--- src/rtl/cpg_pkg.sv ---
package cpg_pkg;
  parameter int REG_W = 12;
  localparam int ACC_W = REG_W + 1;

  typedef struct packed {
    logic [REG_W-1:0] num;
    logic [REG_W-1:0] den;
  } scale_cfg_t;
endpackage

--- src/rtl/cpg_regs.sv ---
module cpg_regs
  import cpg_pkg::*;
(
  input  logic             clk,
  input  logic             rst_n,
  input  logic             wr,
  input  logic             sel,
  input  logic [REG_W-1:0] data,
  input  logic             take,
  output scale_cfg_t       live,
  output scale_cfg_t       held
);
  scale_cfg_t live_d, held_d;

  always_comb begin
    live_d = live;
    held_d = held;
    if (take) held_d = live;
    if (wr) begin
      if (sel) live_d.den = data;
      else     live_d.num = data;
    end
  end

  always_ff @(posedge clk or negedge rst_n) begin
    if (!rst_n) begin
      live <= '0;
      held <= '0;
    end else begin
      live <= live_d;
      held <= held_d;
    end
  end
endmodule

--- src/rtl/cpg_scaler.sv ---
module cpg_scaler
  import cpg_pkg::*;
(
  input  logic       clk,
  input  logic       rst_n,
  input  logic       qen,
  input  logic       epulse,
  input  scale_cfg_t cfg,
  output logic       ev
);
  logic [REG_W-1:0] n_eff, d_eff;
  logic [ACC_W-1:0] n1, d1, step, sum, acc_q, acc_d;
  logic             hit, ev_d;

  always_comb begin
    n_eff = (cfg.num == '0) ? REG_W'(1) : cfg.num;
    d_eff = (cfg.den == '0) ? REG_W'(1) : cfg.den;
    n1    = {1'b0, n_eff} + ACC_W'(1);
    d1    = {1'b0, d_eff} + ACC_W'(1);
    step  = (n1 > d1) ? d1 : n1;
    sum   = acc_q + step;
    hit   = (sum >= d1);
    acc_d = acc_q;
    ev_d  = ev;
    if (qen) begin
      ev_d = 1'b0;
      if (epulse) begin
        ev_d  = hit;
        acc_d = hit ? (sum - d1) : sum;
      end
    end
  end

  always_ff @(posedge clk or negedge rst_n) begin
    if (!rst_n) begin
      acc_q <= '0;
      ev    <= 1'b0;
    end else begin
      acc_q <= acc_d;
      ev    <= ev_d;
    end
  end


  a_r11_acc_bound: assert property (@(posedge clk) disable iff (!rst_n)
    acc_q < ACC_W'(2**REG_W));

  a_r4_ratio_clamp: assert property (@(posedge clk) disable iff (!rst_n)
    (qen && epulse && ((cfg.num == '0 ? REG_W'(1) : cfg.num) >=
                       (cfg.den == '0 ? REG_W'(1) : cfg.den))) |=> ev);

  a_r6_idle_hold: assert property (@(posedge clk) disable iff (!rst_n)
    !qen |=> ($stable(acc_q) && $stable(ev)));
endmodule

--- src/rtl/cpg_shaper.sv ---
module cpg_shaper
  import cpg_pkg::*;
#(
  parameter int SHORT_W = 16,
  parameter int LONG_W  = 80540
) (
  input  logic       clk,
  input  logic       rst_n,
  input  logic       qen,
  input  logic       ev,
  input  scale_cfg_t cfg,
  output logic       pulse
);
  localparam int THR  = 2 * LONG_W;
  localparam int SAT  = THR + 1;
  localparam int CW   = $clog2(SAT + 1);
  localparam int MAXW = (LONG_W > SHORT_W) ? LONG_W : SHORT_W;
  localparam int RW   = $clog2(MAXW + 1);

  logic [CW-1:0] per_cnt, per_cnt_d, per_last, per_last_d, captured, per_now, half;
  logic          seen, seen_d, have_per, have_per_d, have_now;
  logic          active_d, pend, pend_d, both_one;
  logic [RW-1:0] rem, rem_d, width;

  always_comb begin
    captured = (per_cnt >= CW'(SAT)) ? CW'(SAT) : per_cnt + CW'(1);
    per_now  = ev ? captured : per_last;
    have_now = ev ? seen : have_per;
    half     = per_now >> 1;
    both_one = (cfg.num <= REG_W'(1)) && (cfg.den <= REG_W'(1));
    if (both_one)                             width = RW'(SHORT_W);
    else if (!have_now || per_now > CW'(THR)) width = RW'(LONG_W);
    else if (half == '0)                      width = RW'(1);
    else                                      width = RW'(half);
  end

  always_comb begin
    per_cnt_d  = per_cnt;
    per_last_d = per_last;
    seen_d     = seen;
    have_per_d = have_per;
    active_d   = pulse;
    rem_d      = rem;
    pend_d     = pend;
    if (qen) begin
      per_cnt_d = (per_cnt >= CW'(SAT)) ? CW'(SAT) : per_cnt + CW'(1);
      if (ev) begin
        per_cnt_d  = '0;
        per_last_d = captured;
        have_per_d = seen;
        seen_d     = 1'b1;
      end
      if (pulse) begin
        if (rem == RW'(1)) active_d = 1'b0;
        else               rem_d    = rem - RW'(1);
        if (ev) pend_d = 1'b1;
      end else if (pend || ev) begin
        active_d = 1'b1;
        rem_d    = width;
        pend_d   = pend && ev;
      end
    end
  end

  always_ff @(posedge clk or negedge rst_n) begin
    if (!rst_n) begin
      per_cnt  <= '0;
      per_last <= '0;
      seen     <= 1'b0;
      have_per <= 1'b0;
      pulse    <= 1'b0;
      rem      <= '0;
      pend     <= 1'b0;
    end else begin
      per_cnt  <= per_cnt_d;
      per_last <= per_last_d;
      seen     <= seen_d;
      have_per <= have_per_d;
      pulse    <= active_d;
      rem      <= rem_d;
      pend     <= pend_d;
    end
  end


  a_r10_queued_start: assert property (@(posedge clk) disable iff (!rst_n)
    (qen && pend && !pulse) |=> pulse);

  a_r9_width_cap: assert property (@(posedge clk) disable iff (!rst_n)
    pulse |-> (rem <= RW'(MAXW)));

  a_r1_rest_low: assert property (@(posedge clk) disable iff (!rst_n)
    (!pulse && !pend && !ev) |=> !pulse);
endmodule

--- src/rtl/cal_pulse_gen.sv ---
module cal_pulse_gen
  import cpg_pkg::*;
#(
  parameter int SHORT_W = 16,
  parameter int LONG_W  = 80540
) (
  input  logic             clk,
  input  logic             rst_n,
  input  logic             tick_en,
  input  logic             e_pulse,
  input  logic             cfg_wr,
  input  logic             cfg_sel,
  input  logic [REG_W-1:0] cfg_data,
  output logic             cf_out
);
  logic [1:0] rst_sync;
  logic       rst_i, take, ev;
  scale_cfg_t live, held;

  always_ff @(posedge clk or negedge rst_n) begin
    if (!rst_n) rst_sync <= 2'b00;
    else        rst_sync <= {rst_sync[0], 1'b1};
  end
  assign rst_i = rst_sync[1];
  assign take  = tick_en && e_pulse;

  cpg_regs u_regs (
    .clk(clk), .rst_n(rst_i), .wr(cfg_wr), .sel(cfg_sel), .data(cfg_data),
    .take(take), .live(live), .held(held)
  );

  cpg_scaler u_scaler (
    .clk(clk), .rst_n(rst_i), .qen(tick_en), .epulse(e_pulse), .cfg(live), .ev(ev)
  );

  cpg_shaper #(.SHORT_W(SHORT_W), .LONG_W(LONG_W)) u_shaper (
    .clk(clk), .rst_n(rst_i), .qen(tick_en), .ev(ev), .cfg(held), .pulse(cf_out)
  );
endmodule

--- config.mk ---
export PLATFORM = sky130hd
export DESIGN_NAME = cal_pulse_gen
export DESIGN_NICKNAME = d
export VERILOG_FILES = /design/src/rtl/cpg_pkg.sv /design/src/rtl/cpg_regs.sv /design/src/rtl/cpg_scaler.sv /design/src/rtl/cpg_shaper.sv /design/src/rtl/cal_pulse_gen.sv
export SDC_FILE = /design/constraint.sdc
export NUM_CORES = 1
export LEC_CHECK = 0
export ABC_AREA = 1
export BUFFER_PORTS_ARGS = -buffer_cell sky130_fd_sc_hd__buf_2
export CORE_MARGIN = 2
export CORE_UTILIZATION = 40
export DETAILED_ROUTE_END_ITERATION = 6
export SYNTH_ARGS = -nofsm -noshare
export SYNTH_HDL_FRONTEND = slang
export SYNTH_SLANG_ARGS = --single-unit
--- constraint.sdc ---
create_clock -name clk -period 10.51 [get_ports clk]
set_clock_uncertainty 0.05 [all_clocks]
set_input_delay 1.5765 -clock clk [delete_from_list [all_inputs] [get_ports clk]]
set_output_delay 1.5765 -clock clk [all_outputs]
set_load 0.005 [all_outputs]
# Word-level counts from Yosys, hierarchy flattened
# Index checks and enable logic that the tools add are counted.
[totals]
elab_cells = 67
reg_bits = 121
output_inout_bits = 1
input_bits = 18
[op_classes]
n_mux = 21
magnitude_cmp = 6
reduce_logical = 16
n_eq_ne = 3
add_sub_neg = 6
bitwise = 1
[op_table]
columns = ["operator", "count"]
rows = [
  ["two-way mux 17 bit", 6],
  ["two-way mux 18 bit", 3],
  ["adder 12 x 1 -> 13 bit (second input constant)", 2],
  ["two-way mux 13 bit", 2],
  ["less-or-equal comparator 12 x 1 -> 1 bit (second input constant)", 2],
  ["logical NOT 12 bit", 2],
  ["two-way mux 12 bit", 2],
  ["adder 18 x 1 -> 18 bit (second input constant)", 1],
  ["greater-or-equal comparator 18 bit (second input constant)", 1],
  ["greater-than comparator 18 bit (second input constant)", 1],
  ["logical NOT 18 bit", 1],
  ["equality test 17 x 1 -> 1 bit (second input constant)", 1],
  ["subtractor 17 x 1 -> 17 bit (second input constant)", 1],
  ["adder 13 bit", 1],
  ["greater-or-equal comparator 13 bit", 1],
  ["greater-than comparator 13 bit", 1],
  ["subtractor 13 bit", 1],
  ["two-way mux 1 bit", 8],
  ["AND reduction 2 bit", 4],
  ["AND reduction 3 bit", 2],
  ["logical AND 1 bit", 3],
  ["logical OR 1 bit", 2],
  ["!= test 2 x 1 -> 1 bit (second input constant)", 1],
  ["!= test 2 bit (second input constant)", 1],
  ["other kinds (3)", 3],
]

# Logic depth before layout (Yosys ltp)
[logic_depth]
depth_word = 9
depth_mapped = 46
depth_no_buf = 46

# By module
# A second synthesis with hierarchy kept.
[hier_totals]
hier_cells = 1282
hier_area_um2 = 8892.3
[by_module_without_submodules]
columns = ["module", "n_inst", "seq_area_each_um2", "cells_per_inst", "area_each_um2"]
rows = [
  ["cpg_shaper", 1, 1426.4, 570, 3831.2],
  ["cpg_scaler", 1, 350.3, 500, 3104.2],
  ["cpg_regs", 1, 1201.2, 207, 1895.6],
  ["cal_pulse_gen", 1, 50.0, 5, 61.3],
]

# Worst setup path after synthesis
# OpenSTA, ideal clock, no wires.
[synth_path]
kind = "register to register"
from = "register, netlist name u_regs.live[22]"
to = "register u_scaler.acc_q[9]"
t_arrival_ns = 5.391
n_path_buf = 2
stages_incl_launch_ff = 43
period_less_slack_ns = 5.559
path_slack_ns = 4.951
setup_time_ns = 0.117
required_time_ns = 10.343
path_cell_list = "dfrtp_1 > inv_1 > nand4_1 > o41ai_1 > nor2_1 > a21oi_1 > ha_1 > nand2_1 > o21ai_0 > a221oi_1 > o21ai_0 > nand3_1 > nand2_1 > nand2_2 > buf_4 > a21oi_1 > ha_1 > fa_1 > [... 7 more ...] > nand2_1 > nand2_1 > nand2_1 > xnor2_1 > inv_1 > nand2_1 > nand2_1 > ha_1 > inv_1 > nor3_1 > nand3_1 > nor2_1 > a21oi_4 > nand2_4 > buf_6 > nand2_1 > nand3_1 > nand2_1"
[synth_via]
elab_chain_cells = 8
word_cells_on_any_way = 9
cone_classes = "3 x add/sub; 2 x order compare; 3 x mux; 1 x reduce/logical"
[synth_rtl]
columns = ["element", "line_no", "source"]
rows = [
  ["logical NOT 12 bit", "cpg_scaler.sv:16", "n_eff = (cfg.num == '0) ? REG_W'(1) : cfg.num;"],
  ["two-way mux 12 bit (*)", "cpg_scaler.sv:16", ""],
  ["adder 12 x 1 -> 13 bit (*)", "cpg_scaler.sv:18", "n1 = {1'b0, n_eff} + ACC_W'(1);"],
  ["greater-than comparator 13 bit", "cpg_scaler.sv:20", "step = (n1 > d1) ? d1 : n1;"],
  ["two-way mux 13 bit (*)", "cpg_scaler.sv:20", ""],
  ["adder 13 bit (*)", "cpg_scaler.sv:21", "sum = acc_q + step;"],
  ["subtractor 13 bit or greater-or-equal comparator 13 bit (tied branches)", "cpg_scaler.sv:29, cpg_scaler.sv:22", ""],
  ["two-way mux 13 bit (*)", "cpg_scaler.sv:29", "acc_d = hit ? (sum - d1) : sum;"],
  ["end signal, assigned", "cpg_scaler.sv:36", "acc_q <= '0;"],
  ["end signal, assigned", "cpg_scaler.sv:39", "acc_q <= acc_d;"],
  ["end, declared", "cpg_scaler.sv:12", "logic [ACC_W-1:0] n1, d1, step, sum, acc_q, acc_d;"],
]
# Every way passes the cells marked *; elsewhere a longest branch is shown, timed or not.
# A chain may end at the register's enable or synchronous reset.

# Final worst setup path
[layout_path]
from = "register, netlist name u_regs.live[1]"
to = "register u_scaler.acc_q[12]"
[layout_via]
elab_chain_cells = 8
word_cells_on_any_way = 9
cone_classes = "3 x add/sub; 2 x order compare; 3 x mux; 1 x reduce/logical"
[layout_rtl]
columns = ["element", "line_no", "source"]
rows = [
  ["logical NOT 12 bit", "cpg_scaler.sv:17", "d_eff = (cfg.den == '0) ? REG_W'(1) : cfg.den;"],
  ["two-way mux 12 bit (*)", "cpg_scaler.sv:17", ""],
  ["adder 12 x 1 -> 13 bit (*)", "cpg_scaler.sv:19", "d1 = {1'b0, d_eff} + ACC_W'(1);"],
  ["greater-than comparator 13 bit", "cpg_scaler.sv:20", ""],
  ["two-way mux 13 bit", "cpg_scaler.sv:20", ""],
  ["adder 13 bit", "cpg_scaler.sv:21", ""],
  ["subtractor 13 bit or greater-or-equal comparator 13 bit (tied branches)", "cpg_scaler.sv:29, cpg_scaler.sv:22", ""],
  ["two-way mux 13 bit (*)", "cpg_scaler.sv:29", ""],
]
# Marked as above.

==> impl_metrics.tcl <==
set metrics [dict create \
    clkSlewWorstSetupHoldPaths_ns 0.06 \
    setup_slack_ns 4.07 \
    synth_area_sq_um 8320 \
    crit_top_cell "nand2_1" \
    dr.first_iter.drc_count 424 \
    via_per_inst 5.09 \
    syn-num-nets 1234 \
    min_period_over_period 0.613 \
    synth.area.top_cells "dfrtp_1 36%, nand2_1 14%, o21ai_0 6.6%" \
    area_growth_pct 10.1 \
    synth_common_cells "318 x nand2_1, 135 x inv_1, 119 x dfrtp_1" \
    initial_utilization 0.410 \
    totalWireLength_mm 20.9 \
    cts_buffer_depth 2 \
    finish.utilization 0.451 \
    cts.hold.buffers_added 0 \
    crit_start "u_regs.live[1]" \
    die_height_um 148 \
    cpPeakStageDelay_ns 0.41 \
    hpwl_mm 15.3 \
    cts_tree "built" \
    fmax_mhz 155 \
    synth_top_cell_area_share 0.358 \
    seq_area_frac_synth 0.358 \
    preCtsSetupSlack_ns 4.12 \
    holdCritStartpoint "rst_sync[0]" \
    grt_max_degree 63 \
    nets 1237 \
    antenna_cells 0 \
    yosysMostFrequentCell "nand2_1" \
    cts_resized 0 \
    grt_pass1_wl_mm 35.4 \
    p_leak_nw 4.54 \
    period_minus_slack_ns 6.44 \
    rows 52 \
    syn_avg_cell_area_sq_um 7.08 \
    cp_slowest_cell "fa_1" \
    tns_ns 0 \
    violations "DRC" \
    die_w_um 148 \
    critical_path_class "flop to flop" \
    port_buffers 18 \
    root_buffer "clkbuf_16" \
    drc 5 \
    synth.yosys.warnings 0 \
    maxSlewHeadroom 0.406 \
    gp_congestion 0.864 \
    grt.overflow.total 0 \
    maxCapViolCount 0 \
    critPathArrivalTime_ns 6.70 \
    dieArea_sq_um 22000 \
    hold_viol 0 \
    antenna_found_initial 0 \
    worst_slew_pin_slew_ns 0.890 \
    grt_util_all_layers 0.202 \
    dp.cells 1429 \
    synthFlopType "dfrtp_1" \
    synth_cells 1175 \
    ys_ff_latch 119 \
    fin_hold_ws_ns 0.299 \
    r2r_slack_ns 4.07 \
    ios 19 \
    timing.rr.start "u_regs.live[1]" \
    layout.cells.non_filler 1461 \
    crit_path_max_fanout 24 \
    ant_nets 0 \
    ir_drop_mv 0.185 \
    firstDrtPassIters 7 \
    startpoint_type "flop" \
    slew_viol_final 0 \
    rsz0062_at_grt "no" \
    cts_buffers 17 \
    powerDensity_nw_per_um2 296 \
    status "complete, but fails checks" \
    critPathRequiredTime_ns 10.76 \
    cts.sinks 119 \
    drive_gt1_frac 0.0924 \
    synth_edf_count 0 \
    post_cts_buffers 0 \
    clock_latency_ns 0.43 \
    setup_viol 0 \
    wl_per_cell_um 14.3 \
    yosysTopAreaCell "dfrtp_1" \
    end_kind "flop" \
    coreArea_sq_um 20300 \
    hold_path_class "flop to flop" \
    first_global_vias 7250 \
    synthArstFlopShare 1.00 \
    synth_cell_types 50 \
    dr_total_vias 7440 \
    cts_max_level 4 \
]
[layout make-up]
| cell class | count | area (sq um) |
|---|---|---|
| Clock buffer | 17 | 425 |
| Clock inverter | 15 | 155 |
| Fill cell | 2090 | 11100 |
| Inverter | 139 | 523 |
| Multi-Input combinational cell | 881 | 4630 |
| Sequential cell | 119 | 2980 |
| Tap cell | 270 | 338 |
| Timing Repair Buffer | 20 | 105 |
[path summary, 6_finish.rpt]
check	depth (start not counted)	endpoint
max	41	u_scaler.acc_q[12]
min	0	rst_sync[1]
max reg2reg	41	u_scaler.acc_q[12]
min reg2reg	0	rst_sync[1]
max in group asynchronous	1	u_shaper.rem[5]
min in group asynchronous	0	u_shaper.per_cnt[5]
[routing by layer]
layer  GRT usage  wire (um)
met3      0.0337        512
met2       0.350      10200
met4      0.0638        437
met5           0          0
met1       0.256       9730
[per-stage QoR]
stage	total power [mW]	instance area, sq um
CTS	2.73	9160
global placement	2.12	8580
finish	2.72	9160
detailed placement	2.13	8580
global route	2.98	9160
floorplan	1.85	8320
[kinds of logic (layout without fill, tap and decap cells)]
kind of cell | count (synthesis) | after routing | synth area share
fa+ha+maj | 41 | 41 | 0.0635
buf+inv | 175 | 191 | 0.0856
simple gates | 595 | 595 | 0.318
other cells | 1 | 1 | 0.000451
xor+xnor | 43 | 43 | 0.0453
compound gates | 201 | 201 | 0.129
flops | 119 | 119 | 0.358
[power breakdown]
group / internal, mW / total (mW) / switching, mW / leakage [nW]
logic: 0.528 / 1.43 / 0.902 / 2.76
registers: 0.580 / 0.700 / 0.120 / 1.50
clock network: 0.335 / 0.584 / 0.249 / 0.281
total: 1.44 / 2.72 / 1.27 / 4.54
[critical path, delay by kind of cell, from the launching register on]
| family | cells | cell delay (ns) |
|---|---|---|
| AOI/OAI and AO/OA | 4 | 0.51 |
| xor gates and xnor gates | 1 | 0.19 |
| adders and majority gates | 4 | 1.35 |
| buffers and inverters | 3 | 0.22 |
| DFF | 1 | 0.39 |
| and+or+nand+nor | 29 | 3.64 |
[state kept, by name (all words and copies together) (netlist names), 2 cells and up]
register / cells
rst_sync: 2
u_regs.held: 22
u_regs.live: 24
u_scaler.acc_q: 13
u_shaper.per_cnt: 18
u_shaper.per_last: 18
u_shaper.rem: 17
[cell usage in the layout, fill, tap and decap left out, types with 2 or more instances in the layout]
cell type / count
nor3_1: 13
a21oi_2: 2
buf_2: 18
nand2_1: 317
o21bai_1: 3
nor2_1: 104
nand3_2: 7
clkinv_4: 2
xor2_1: 36
clkbuf_16: 17
xnor2_1: 7
o22ai_1: 9
a31oi_1: 3
nand2_2: 13
nor4_1: 4
o21ai_2: 2
nand3_1: 69
nor2_4: 4
buf_4: 2
nand4_1: 29
nand2_4: 2
inv_8: 2
inv_6: 8
inv_1: 135
nand3b_1: 5
clkinvlp_4: 2
nor2_2: 10
clkinv_1: 2
ha_1: 39
or2_2: 11
o21ai_1: 4
fa_1: 2
o21ai_0: 110
a21oi_1: 60
dfrtp_1: 118
a21o_1: 2
Power figures use the tool's default switching activity.
